===== src/rtl/swipe_timeout_agg.sv =====
module swipe_timeout_agg #(
  parameter int NTRK = 3,
  parameter int TW   = 12
) (
  input  logic            clk,
  input  logic            rst_n,
  input  logic [NTRK-1:0] trk_en,
  input  logic [NTRK-1:0] peak,
  input  logic            tick,
  input  logic [TW-1:0]   limit,
  input  logic [NTRK-1:0] trk_ie,
  input  logic            card_ie,
  input  logic [NTRK-1:0] clr_trk,
  input  logic            clr_card,
  output logic [NTRK-1:0] trk_flag,
  output logic            card_flag,
  output logic            irq
);

  logic [TW-1:0]   cnt [NTRK];
  logic [NTRK-1:0] active, expire, idle, last;
  logic            ok;

  for (genvar i = 0; i < NTRK; i++) begin : g_trk
    assign expire[i] = trk_en[i] & active[i] & tick & ~peak[i] &
                       (({1'b0, cnt[i]} + 1'b1) >= {1'b0, limit});
    assign idle[i]   = ~trk_en[i] | (~active[i] & ~peak[i]) | expire[i];

    always_ff @(posedge clk) begin
      if (!rst_n) begin
        active[i] <= 1'b0;
        cnt[i]    <= '0;
      end else if (!trk_en[i] || peak[i]) begin
        active[i] <= trk_en[i];
        cnt[i]    <= '0;
      end else if (expire[i]) begin
        active[i] <= 1'b0;
      end else if (active[i] && tick) begin
        cnt[i]    <= cnt[i] + 1'b1;
      end
    end

    always_ff @(posedge clk) begin
      if (!rst_n)          trk_flag[i] <= 1'b0;
      else if (expire[i])  trk_flag[i] <= 1'b1;
      else if (clr_trk[i]) trk_flag[i] <= 1'b0;
    end

    p_sticky_r7: assert property (@(posedge clk) disable iff (!rst_n)
      trk_flag[i] && !clr_trk[i] |=> trk_flag[i]);
    p_idle_after_timeout_r4: assert property (@(posedge clk) disable iff (!rst_n)
      $rose(trk_flag[i]) |-> !active[i]);
    p_disable_clears_r5: assert property (@(posedge clk) disable iff (!rst_n)
      !trk_en[i] |=> !active[i] && cnt[i] == '0);
    p_no_tick_hold_r3: assert property (@(posedge clk) disable iff (!rst_n)
      trk_en[i] && !peak[i] && !tick |=> $stable(cnt[i]));
  end

  always_comb begin
    last = '0;
    for (int i = 0; i < NTRK; i++) begin
      ok = 1'b1;
      for (int j = 0; j < NTRK; j++)
        if (j != i && !idle[j]) ok = 1'b0;
      last[i] = expire[i] & ok;
    end
  end

  always_ff @(posedge clk) begin
    if (!rst_n)        card_flag <= 1'b0;
    else if (|last)    card_flag <= 1'b1;
    else if (clr_card) card_flag <= 1'b0;
  end

  assign irq = (|(trk_flag & trk_ie)) | (card_flag & card_ie);

  p_card_has_track_r6: assert property (@(posedge clk) disable iff (!rst_n)
    $rose(card_flag) |-> |trk_flag);
  p_reset_quiet_r9: assert property (@(posedge clk)
    !rst_n |=> !card_flag && trk_flag == '0);

endmodule


===== config.mk =====
export PLATFORM = sky130hd
export DESIGN_NAME = swipe_timeout_agg
export DESIGN_NICKNAME = d
export VERILOG_FILES = /design/src/rtl/swipe_timeout_agg.sv
export SDC_FILE = /design/constraint.sdc
export NUM_CORES = 1
export LEC_CHECK = 0
export BUFFER_PORTS_ARGS = -buffer_cell sky130_fd_sc_hd__buf_2
export CAP_MARGIN = 25
export CORE_MARGIN = 2
export CORE_UTILIZATION = 38
export CTS_BUF_LIST = sky130_fd_sc_hd__clkbuf_4 sky130_fd_sc_hd__clkbuf_8 sky130_fd_sc_hd__clkbuf_16
export DETAILED_ROUTE_END_ITERATION = 12
export PLACE_DENSITY = 0.53
export SLEW_MARGIN = 20
export SYNTH_ARGS = -nofsm -noshare
export SYNTH_HDL_FRONTEND = slang
export SYNTH_SLANG_ARGS = --single-unit

===== constraint.sdc =====
create_clock -name clk -period 3.8 [get_ports clk]
set_input_delay 0.38 -clock clk [delete_from_list [all_inputs] [get_ports clk]]
set_output_delay 0.38 -clock clk [all_outputs]
set_load 0.03 [all_outputs]

# == Word-level counts from Yosys, hierarchy flattened ==
# Memory sizes are Yosys's and may differ from the RTL's.
# Index checks and enable logic that the tools add are counted.
# W data, S select, Z words.
# totals
latchBits,0
in_bits,29
romBits,0
regBits,7
out_inout_bits,5
ramBits,36
n_memories,1
elab_cells,127
# classes
n_mux,50
n_addsub,6
eq_ne,0
shift,0
magnitude_cmp,3
reduce_logical,18
div_mod_pow,0
bitwise_logic,42
multipliers,0
# mem_list
name,words,word_bits,rd,rd_ports_with_merged_regs,write_ports,line,text
cnt,3,12,3,0,3,20,logic [TW-1:0] cnt [NTRK];
# ops
op,n
$mux W12,6
$mux W1,44
$add A12 B1 Y13 const B,3
$ge A13 B12 Y1,3
$add A12 B1 Y12 const B,3
$and A1 B1 Y1,19
$reduce_bool A2 Y1,7
$or A1 B1 Y1,13
$not A1 Y1,9
$reduce_or A3 Y1,2
$and A3 B3 Y3,1
$logic_and A1 B1 Y1,3
$logic_not A1 Y1,3
$logic_or A1 B1 Y1,3

# == Logic depth before layout (Yosys ltp) ==
# Gate-level depths: netlist of the first run.
# logic_depth
word_depth,10
depth_mapped,12
mapped_depth_nobuf,12

# == Least setup slack after synthesis of the first run ==
# Ideal clock, no wire load.
# synth_path
path_kind,register -> register
start,memory cnt[2][0]
end,"memory cnt[2][0], enable pin"
setup_time_ns,0.408
required_time_ns,3.392
stages_incl_launch_ff,13
synth_period_minus_slack_ns,3.083
setup_slack_ns,0.717
n_path_buf,1
arrival_time_ns,2.675
path_cell_list,edfxtp_1 > ha_1 > and3_1 > nand2_1 > xnor2_1 > ha_1 > and4_1 > o211ai_1 > o31ai_1 > nor3_1 > nand3_1 > buf_4 > nand4b_1
# synth_rtl
element,line
"start, declared",20

==> impl_metrics.prom, run 1 <==
# TYPE chip_impl_metric gauge
chip_impl_metric{name="floorplan.io_pins",unit=""} 34
chip_impl_info{name="postSynth.topFlopCell",value="sky130_fd_sc_hd__edfxtp_1"} 1
chip_impl_metric{name="cpPeakStageDelay",unit="ps"} 480
chip_impl_info{name="worstPathCellList",value="ha_1, and3_1, nand2_1, nor2_1, nand3_1, xnor2_1, ha_1, a21o_1, a221oi_1, o2111ai_1, nand3_1"} 1
chip_impl_metric{name="hold_buffer_count_at_cts",unit=""} 0
chip_impl_metric{name="avgRoutedWirePerCell",unit="um"} 14.5
chip_impl_metric{name="seq_area_frac_synth",unit="%"} 39.0
chip_impl_metric{name="worstMarginPinSlew",unit="ps"} 706
chip_impl_metric{name="worst_skew_pair_latency",unit="ps"} 300
chip_impl_info{name="status",value="completed"} 1
chip_impl_metric{name="power.share.combinational",unit="%"} 11.8
chip_impl_metric{name="number_of_max_slew_violations_in_the_final_report",unit=""} 0
chip_impl_metric{name="path_buf_inv",unit=""} 0
chip_impl_metric{name="cts-root-to-sink-buffers",unit=""} 2
chip_impl_metric{name="cts-resized-gates",unit=""} 0
chip_impl_metric{name="synth-edff-count",unit=""} 36
chip_impl_metric{name="fin_tns_setup",unit="ps"} 0
chip_impl_metric{name="drt.antenna.violating_nets",unit=""} 0
chip_impl_metric{name="ys.warnings.count",unit=""} 0
chip_impl_metric{name="setup_viol",unit=""} 0
chip_impl_metric{name="drive_gt1_share",unit="%"} 19.1
chip_impl_metric{name="maxcap_violations",unit=""} 0
chip_impl_metric{name="finalCriticalPeriod",unit="ps"} 3370
chip_impl_metric{name="num-nets-final",unit=""} 408
chip_impl_metric{name="power",unit="mW"} 1.01
chip_impl_metric{name="avgViaCountPerCell",unit=""} 5.06
chip_impl_metric{name="pre_cts_setup_slack",unit="ps"} 447
chip_impl_metric{name="core",unit="um^2"} 8090
chip_impl_metric{name="report.final.hold_viol_count",unit=""} 0
chip_impl_metric{name="filler_cell_count",unit=""} 817
chip_impl_metric{name="antenna-diode-count",unit=""} 0
chip_impl_metric{name="worst_ir_drop_vdd",unit="uV"} 173
chip_impl_metric{name="worst_r2r_setup_slack",unit="ps"} 430
chip_impl_metric{name="antenna_found_initial",unit=""} 0
chip_impl_metric{name="compound_cell_area_share_of_the_yosys_netlist",unit="%"} 9.96
chip_impl_metric{name="post_dp_cell_area",unit="um^2"} 3420
chip_impl_metric{name="ys_ff_latch",unit=""} 43
chip_impl_metric{name="cts-htree-levels",unit=""} 2
chip_impl_metric{name="critical_path.max_fanout",unit=""} 12
chip_impl_info{name="crit_path_top_delay_cell",value="sky130_fd_sc_hd__nand3_1"} 1
chip_impl_metric{name="skew",unit="ps"} 8.84
chip_impl_metric{name="worstPathRequired",unit="ps"} 3740
chip_impl_metric{name="synth_cells",unit=""} 301
chip_impl_metric{name="area_grow_syn2layout",unit="%"} 12.8
chip_impl_info{name="library_cell_with_the_highest_instance_count_after_synthesis",value="sky130_fd_sc_hd__ha_1"} 1
chip_impl_metric{name="numCtsBuffers",unit=""} 5
chip_impl_metric{name="wire_length_of_the_first_global_routing_pass",unit="um"} 10700
chip_impl_metric{name="port_buffers",unit=""} 33
chip_impl_metric{name="drt_first_pass_iters",unit=""} 4
chip_impl_info{name="synth.top_cells.by_area",value="sky130_fd_sc_hd__edfxtp_1 35%, sky130_fd_sc_hd__ha_1 16%, sky130_fd_sc_hd__xnor2_1 5.9%"} 1
chip_impl_metric{name="max_slew_margin",unit="%"} 52.7
chip_impl_metric{name="power_density",unit="nW/um^2"} 287
chip_impl_info{name="worst_setup_path_start_kind",value="register"} 1
chip_impl_info{name="routed.top_layer",value="met4"} 1
chip_impl_metric{name="floorplan.die_area",unit="um^2"} 8980
chip_impl_metric{name="dr_wl_met3",unit="um"} 162
chip_impl_metric{name="drtIter0Drc",unit=""} 88
chip_impl_metric{name="hold_slack",unit="ps"} 341
chip_impl_metric{name="die_height",unit="um"} 94.7
chip_impl_metric{name="synth_simple_gate_area_share",unit="%"} 24.1
chip_impl_metric{name="wl_met1",unit="um"} 3240
chip_impl_metric{name="syn_nets",unit=""} 369
chip_impl_info{name="cp_top_family",value="simple AND/OR/NAND/NOR gates"} 1
chip_impl_metric{name="place.gp.congestion",unit=""} 0.867
chip_impl_metric{name="clkTransAtPathRegs",unit="ps"} 90
chip_impl_metric{name="drc",unit=""} 0
chip_impl_metric{name="total_track_usage",unit="%"} 15.7
chip_impl_metric{name="synthDominantCellAreaShare",unit="%"} 34.5
chip_impl_metric{name="numClockSinks",unit=""} 43
chip_impl_metric{name="globalRouteOverflowTotal",unit=""} 0
chip_impl_metric{name="netSwitchingFraction",unit="%"} 24.1
chip_impl_metric{name="area_used_by_multi_input_combinational_logic",unit="um^2"} 1820
chip_impl_info{name="ctsRootBufferMaster",value="sky130_fd_sc_hd__clkbuf_8"} 1
chip_impl_metric{name="internal_power",unit="mW"} 0.770
chip_impl_info{name="rsz0062_at_grt",value="no"} 1
chip_impl_metric{name="post_synth_xor_area_fraction",unit="%"} 8.40
chip_impl_metric{name="power.share.sequential",unit="%"} 53.1
chip_impl_metric{name="worstPathArrival",unit="ps"} 3320
chip_impl_info{name="largest_family_of_logic_cells_by_synthesized_area",value="simple AND/OR/NAND/NOR gates"} 1
chip_impl_info{name="crit_path_end_kind",value="register"} 1
chip_impl_metric{name="synth_async_sr_flop_share",unit="%"} 0
chip_impl_info{name="tritoncts",value="built"} 1
chip_impl_metric{name="first_global_vias",unit=""} 2147
chip_impl_metric{name="synthesis.area",unit="um^2"} 3130
chip_impl_metric{name="post-route-cell-area",unit="um^2"} 3530
chip_impl_metric{name="maximum_number_of_pins_on_one_net_before_global_route_repair",unit=""} 15
chip_impl_metric{name="netlist-cell-type-count",unit=""} 50
chip_impl_metric{name="portion_of_total_power_attributed_to_the_clock_network",unit="%"} 35.1
chip_impl_metric{name="route.met2.wl",unit="um"} 3000
chip_impl_metric{name="synth.mux.area_fraction",unit="%"} 0
chip_impl_info{name="yosys.area.top_type",value="sky130_fd_sc_hd__edfxtp_1"} 1
chip_impl_metric{name="finalWirelength",unit="um"} 6480
chip_impl_info{name="post_synth_most_frequent_cells",value="39 x sky130_fd_sc_hd__ha_1, 36 x sky130_fd_sc_hd__edfxtp_1, 21 x sky130_fd_sc_hd__xnor2_1"} 1
chip_impl_metric{name="synth_area_per_cell",unit="um^2"} 10.4
chip_impl_info{name="crit_type",value="reg -> reg"} 1
chip_impl_metric{name="seq_cell_area",unit="um^2"} 1220
chip_impl_metric{name="initial_util",unit="%"} 38.7
chip_impl_metric{name="routed-via-count",unit=""} 2255
chip_impl_metric{name="placement_rows",unit=""} 33
chip_impl_info{name="worst_hold_path_type",value="in -> reg"} 1
chip_impl_metric{name="die_width",unit="um"} 94.7
chip_impl_metric{name="final_critical_path_setup_slack",unit="ps"} 427
chip_impl_metric{name="final.period_utilization",unit="%"} 88.8
chip_impl_metric{name="static-leakage-power",unit="nW"} 1.56
chip_impl_metric{name="maxClockFrequency",unit="MHz"} 296
chip_impl_metric{name="postCtsSetupBuffers",unit=""} 0
chip_impl_metric{name="post-dp-hpwl",unit="um"} 5280
chip_impl_metric{name="yosys.area_share.adder",unit="%"} 15.6
chip_impl_metric{name="switchingPower",unit="mW"} 0.244
## cell type report
class                           count  area share, %
Clock buffer                        5           1.95
Clock inverter                      3           1.10
Inverter                           17           1.81
Multi-Input combinational cell    237           51.5
Sequential cell                    43           34.6
Tap cell                          105           3.72
Timing Repair Buffer               36           5.32
## sequential cells by signal, summed over array words and instances (netlist names)
| register | count |
|---|---|
| trk_flag | 3 |
| card_flag | 1 |
| cnt | 36 |
| active | 3 |
## routing by layer
metal,vias up,track usage [%]
met5,-,0
met4,0,4.35
met3,7,2.39
met2,28,25.1
met1,1041,22.0
li1,1179,-
## power groups by stage
stage               combinational [mW]  clock (mW)  sequential [mW]
floorplan                       0.0790           0            0.545
global placement                 0.119           0            0.549
detailed placement               0.121           0            0.549
CTS                              0.122       0.361            0.538
global route                     0.138       0.378            0.541
finish                           0.120       0.356            0.538
## cells in the final DEF, fill, tap and decap left out, types with 8 or more instances in the layout
master | synthesis | final
sky130_fd_sc_hd__a21oi_1 | 9 | 9
sky130_fd_sc_hd__nor2b_1 | 14 | 14
sky130_fd_sc_hd__edfxtp_1 | 36 | 36
sky130_fd_sc_hd__nor2_1 | 14 | 14
sky130_fd_sc_hd__nand4_1 | 8 | 8
sky130_fd_sc_hd__o21ai_0 | 9 | 9
sky130_fd_sc_hd__xnor2_1 | 21 | 21
sky130_fd_sc_hd__nand2_1 | 16 | 16
sky130_fd_sc_hd__nor2b_2 | 14 | 14
sky130_fd_sc_hd__and3_1 | 11 | 11
sky130_fd_sc_hd__ha_1 | 39 | 39
sky130_fd_sc_hd__buf_2 | 0 | 33
sky130_fd_sc_hd__inv_1 | 17 | 17
sky130_fd_sc_hd__xor2_1 | 9 | 9
sky130_fd_sc_hd__nand3_1 | 19 | 19
## cell families after synthesis
| group | count (synthesis) |
|---|---|
| XOR/XNOR | 30 |
| buffers and inverters | 21 |
| AND/OR/NAND/NOR | 123 |
| AO/OA/AOI/OAI | 45 |
| adder cells (fa/ha/maj) | 39 |
| flip-flops | 43 |
## stage by stage
step	instances	utilization [%]
detailed placement	438	42.3
global route	446	43.6
finish	446	43.6
CTS	446	43.6
global placement	438	42.3
floorplan	301	-
## worst register-to-register path: stages, from the launching register on
cell and delay (ps):
sky130_fd_sc_hd__edfxtp_1 430, sky130_fd_sc_hd__ha_1 210, sky130_fd_sc_hd__and3_1 230, sky130_fd_sc_hd__nand2_1 70, sky130_fd_sc_hd__nor2_1 230, sky130_fd_sc_hd__nand3_1 130
sky130_fd_sc_hd__xnor2_1 210, sky130_fd_sc_hd__ha_1 280, sky130_fd_sc_hd__a21o_1 160, sky130_fd_sc_hd__a221oi_1 370, sky130_fd_sc_hd__o2111ai_1 200, sky130_fd_sc_hd__nand3_1 480
## path summary, 6_finish.rpt
path | cells past startpoint | start | end
worst min register to register | 2 | trk_flag[0]$_SDFFE_PN0P_ | trk_flag[0]$_SDFFE_PN0P_
worst max register to register | 11 | cnt[0][0]$_SDFFCE_PN0P_ | cnt[0][7]$_SDFFCE_PN0P_
worst max-delay path | 11 | cnt[0][0]$_SDFFCE_PN0P_ | cnt[0][7]$_SDFFCE_PN0P_
worst min-delay path | 3 | clr_trk[2] | trk_flag[2]$_SDFFE_PN0P_
Note: power is estimated with default switching activity, not from simulation.
==> run 2: changes to the inputs <==
REMOVE_ABC_BUFFERS = 1   (was default)
==> impl_metrics.prom, run 2 (synthesis gave the netlist of run 1 again) <==
# TYPE chip_impl_metric gauge
chip_impl_metric{name="number_of_max_slew_violations_in_the_final_report",unit=""} 0
chip_impl_metric{name="post-route-cell-area",unit="um^2"} 3500
chip_impl_metric{name="initial_util",unit="%"} 38.7
chip_impl_metric{name="core",unit="um^2"} 8090
chip_impl_metric{name="cpPeakStageDelay",unit="ps"} 470
chip_impl_metric{name="avgViaCountPerCell",unit=""} 5.15
chip_impl_metric{name="finalCriticalPeriod",unit="ps"} 3380
chip_impl_metric{name="fin_tns_setup",unit="ps"} 0
chip_impl_metric{name="hold_slack",unit="ps"} 337
chip_impl_info{name="tritoncts",value="built"} 1
chip_impl_info{name="status",value="completed"} 1
chip_impl_metric{name="report.final.hold_viol_count",unit=""} 0
chip_impl_info{name="commonest_non_fill_non_tap_cell_in_the_layout",value="sky130_fd_sc_hd__ha_1"} 1
chip_impl_info{name="cp_top_family",value="simple AND/OR/NAND/NOR gates"} 1
chip_impl_metric{name="die_width",unit="um"} 94.7
chip_impl_info{name="max_flop_register",value="cnt"} 1
chip_impl_info{name="ctsRootBufferMaster",value="sky130_fd_sc_hd__clkbuf_8"} 1
chip_impl_metric{name="antenna-diode-count",unit=""} 0
chip_impl_metric{name="finalWirelength",unit="um"} 6650
chip_impl_metric{name="final_critical_path_setup_slack",unit="ps"} 418
chip_impl_metric{name="numClockSinks",unit=""} 43
chip_impl_metric{name="skew",unit="ps"} 4.87
chip_impl_metric{name="drtIter0Drc",unit=""} 72
chip_impl_metric{name="cts-resized-gates",unit=""} 0
chip_impl_metric{name="worstPathRequired",unit="ps"} 3750
chip_impl_info{name="largest_registers",value="cnt x36, active x3, trk_flag x3"} 1
chip_impl_metric{name="hold_buffer_count_at_cts",unit=""} 0
chip_impl_metric{name="floorplan.die_area",unit="um^2"} 8980
chip_impl_metric{name="cts-htree-levels",unit=""} 2
chip_impl_metric{name="wire_length_of_the_first_global_routing_pass",unit="um"} 10800
chip_impl_metric{name="static-leakage-power",unit="nW"} 1.55
chip_impl_metric{name="placed_cells_incl_taps",unit=""} 438
chip_impl_info{name="r2r-start",value="cnt[0][0]$_SDFFCE_PN0P_"} 1
chip_impl_metric{name="cts-root-to-sink-buffers",unit=""} 2
chip_impl_metric{name="ff2ff_path_depth",unit=""} 11
chip_impl_metric{name="worst_r2r_setup_slack",unit="ps"} 420
chip_impl_info{name="mostFrequentLayoutCells",value="39 x sky130_fd_sc_hd__ha_1, 36 x sky130_fd_sc_hd__edfxtp_1, 33 x sky130_fd_sc_hd__buf_2"} 1
chip_impl_metric{name="final.period_utilization",unit="%"} 89.0
chip_impl_metric{name="layout.core_utilization",unit="%"} 43.3
chip_impl_info{name="r2r_end",value="cnt[0][8]$_SDFFCE_PN0P_"} 1
chip_impl_metric{name="worstMarginPinSlew",unit="ps"} 675
chip_impl_metric{name="max_slew_margin",unit="%"} 54.7
chip_impl_metric{name="first_global_vias",unit=""} 2208
chip_impl_metric{name="place.gp.congestion",unit=""} 0.776
chip_impl_metric{name="drive_gt1_share",unit="%"} 19.4
chip_impl_metric{name="min_delay_path_depth",unit=""} 3
chip_impl_info{name="hold_start",value="clr_trk[0]"} 1
chip_impl_metric{name="power_density",unit="nW/um^2"} 271
chip_impl_metric{name="layout.cells.non_filler",unit=""} 446
chip_impl_metric{name="floorplan.io_pins",unit=""} 34
chip_impl_metric{name="critical_path.max_fanout",unit=""} 12
chip_impl_info{name="worst_setup_path_start_kind",value="register"} 1
chip_impl_metric{name="post_dp_cell_area",unit="um^2"} 3420
chip_impl_metric{name="globalRouteOverflowTotal",unit=""} 0
chip_impl_metric{name="numCtsBuffers",unit=""} 5
chip_impl_metric{name="num-nets-final",unit=""} 408
chip_impl_info{name="crit_path_end_kind",value="register"} 1
chip_impl_info{name="worst_hold_path_type",value="in -> reg"} 1
chip_impl_metric{name="die_height",unit="um"} 94.7
chip_impl_metric{name="pre_cts_setup_slack",unit="ps"} 438
chip_impl_metric{name="path_buf_inv",unit=""} 0
chip_impl_metric{name="antenna_found_initial",unit=""} 0
chip_impl_metric{name="drc",unit=""} 0
chip_impl_info{name="worstPathCellList",value="ha_1, and3_1, nand2_1, nor2_1, nand3_1, xnor2_1, ha_1, a21o_1, a221oi_1, o2111ai_1, nand3_1"} 1
chip_impl_metric{name="area_grow_syn2layout",unit="%"} 12.0
chip_impl_metric{name="setup_viol",unit=""} 0
chip_impl_metric{name="power",unit="mW"} 0.950
chip_impl_metric{name="largest_register_ffs",unit=""} 36
chip_impl_metric{name="maxClockFrequency",unit="MHz"} 296
chip_impl_metric{name="postCtsSetupBuffers",unit=""} 0
chip_impl_metric{name="drt.antenna.violating_nets",unit=""} 0
chip_impl_metric{name="worst_skew_pair_latency",unit="ps"} 310
chip_impl_info{name="min_delay_worst_endpoint",value="trk_flag[0]$_SDFFE_PN0P_"} 1
chip_impl_metric{name="clkTransAtPathRegs",unit="ps"} 80
chip_impl_metric{name="placement_rows",unit=""} 33
chip_impl_metric{name="drt_first_pass_iters",unit=""} 6
chip_impl_metric{name="total_track_usage",unit="%"} 15.8
chip_impl_metric{name="worst_ir_drop_vdd",unit="uV"} 140
chip_impl_metric{name="routed-via-count",unit=""} 2298
chip_impl_metric{name="maximum_number_of_pins_on_one_net_before_global_route_repair",unit=""} 15
chip_impl_metric{name="worstPathArrival",unit="ps"} 3330
chip_impl_metric{name="port_buffers",unit=""} 33
chip_impl_info{name="crit_type",value="reg -> reg"} 1
chip_impl_metric{name="maxcap_violations",unit=""} 0
chip_impl_metric{name="avgRoutedWirePerCell",unit="um"} 14.9
chip_impl_info{name="rsz0062_at_grt",value="no"} 1
chip_impl_metric{name="post-dp-hpwl",unit="um"} 5330
chip_impl_info{name="crit_path_top_delay_cell",value="sky130_fd_sc_hd__nand3_1"} 1
-- run 2: cell types whose count changed in the layout (fill, tap and decap cells not counted) --
cell,delta
sky130_fd_sc_hd__bufinv_16,-1
sky130_fd_sc_hd__clkinv_1,-1
sky130_fd_sc_hd__clkinv_2,+2
-- run 2: how the worst max path moves through the flow --
stage | from | end | slack, ps | cells after the start
after global routing | cnt[0][0]$_SDFFCE_PN0P_ | cnt[0][11]$_SDFFCE_PN0P_ | 110 | 11
after floorplan | cnt[2][0]$_SDFFCE_PN0P_ | cnt[2][0]$_SDFFCE_PN0P_ | 570 | 11
after CTS | cnt[0][0]$_SDFFCE_PN0P_ | cnt[0][11]$_SDFFCE_PN0P_ | 410 | 11
after global placement | cnt[0][0]$_SDFFCE_PN0P_ | cnt[0][2]$_SDFFCE_PN0P_ | 460 | 11
final | cnt[0][0]$_SDFFCE_PN0P_ | cnt[0][8]$_SDFFCE_PN0P_ | 420 | 11
after detailed placement | cnt[0][0]$_SDFFCE_PN0P_ | cnt[0][2]$_SDFFCE_PN0P_ | 440 | 11
-- run 2: power by group --
group          leakage, nW  internal, mW  switching (mW)
Combinational         1.03        0.0538          0.0667
Clock               0.0477         0.126           0.165
Sequential           0.477         0.524          0.0147
-- run 2: layer usage --
metal	track usage, %	vias to the layer above	share of wire, %
met5	0	-	0
met4	5.43	0	2.0
met3	3.27	9	3.0
met2	26.3	37	47
met1	20.5	1069	48
li1	-	1183	-
-- run 2: worst reg2reg max path: stages, from the launching register on --
cell and delay [ps]:
sky130_fd_sc_hd__edfxtp_1 430, sky130_fd_sc_hd__ha_1 220, sky130_fd_sc_hd__and3_1 230, sky130_fd_sc_hd__nand2_1 70
sky130_fd_sc_hd__nor2_1 230, sky130_fd_sc_hd__nand3_1 140, sky130_fd_sc_hd__xnor2_1 210, sky130_fd_sc_hd__ha_1 280
sky130_fd_sc_hd__a21o_1 170, sky130_fd_sc_hd__a221oi_1 370, sky130_fd_sc_hd__o2111ai_1 200, sky130_fd_sc_hd__nand3_1 470
-- run 2: layout make-up --
type / count / area (um^2)
Timing Repair Buffer: 36 / 188
Fill cell: 812 / 4590
Inverter: 17 / 63.8
Multi-Input combinational cell: 237 / 1820
Sequential cell: 43 / 1220
Clock buffer: 5 / 68.8
Clock inverter: 3 / 15.0
Tap cell: 105 / 131
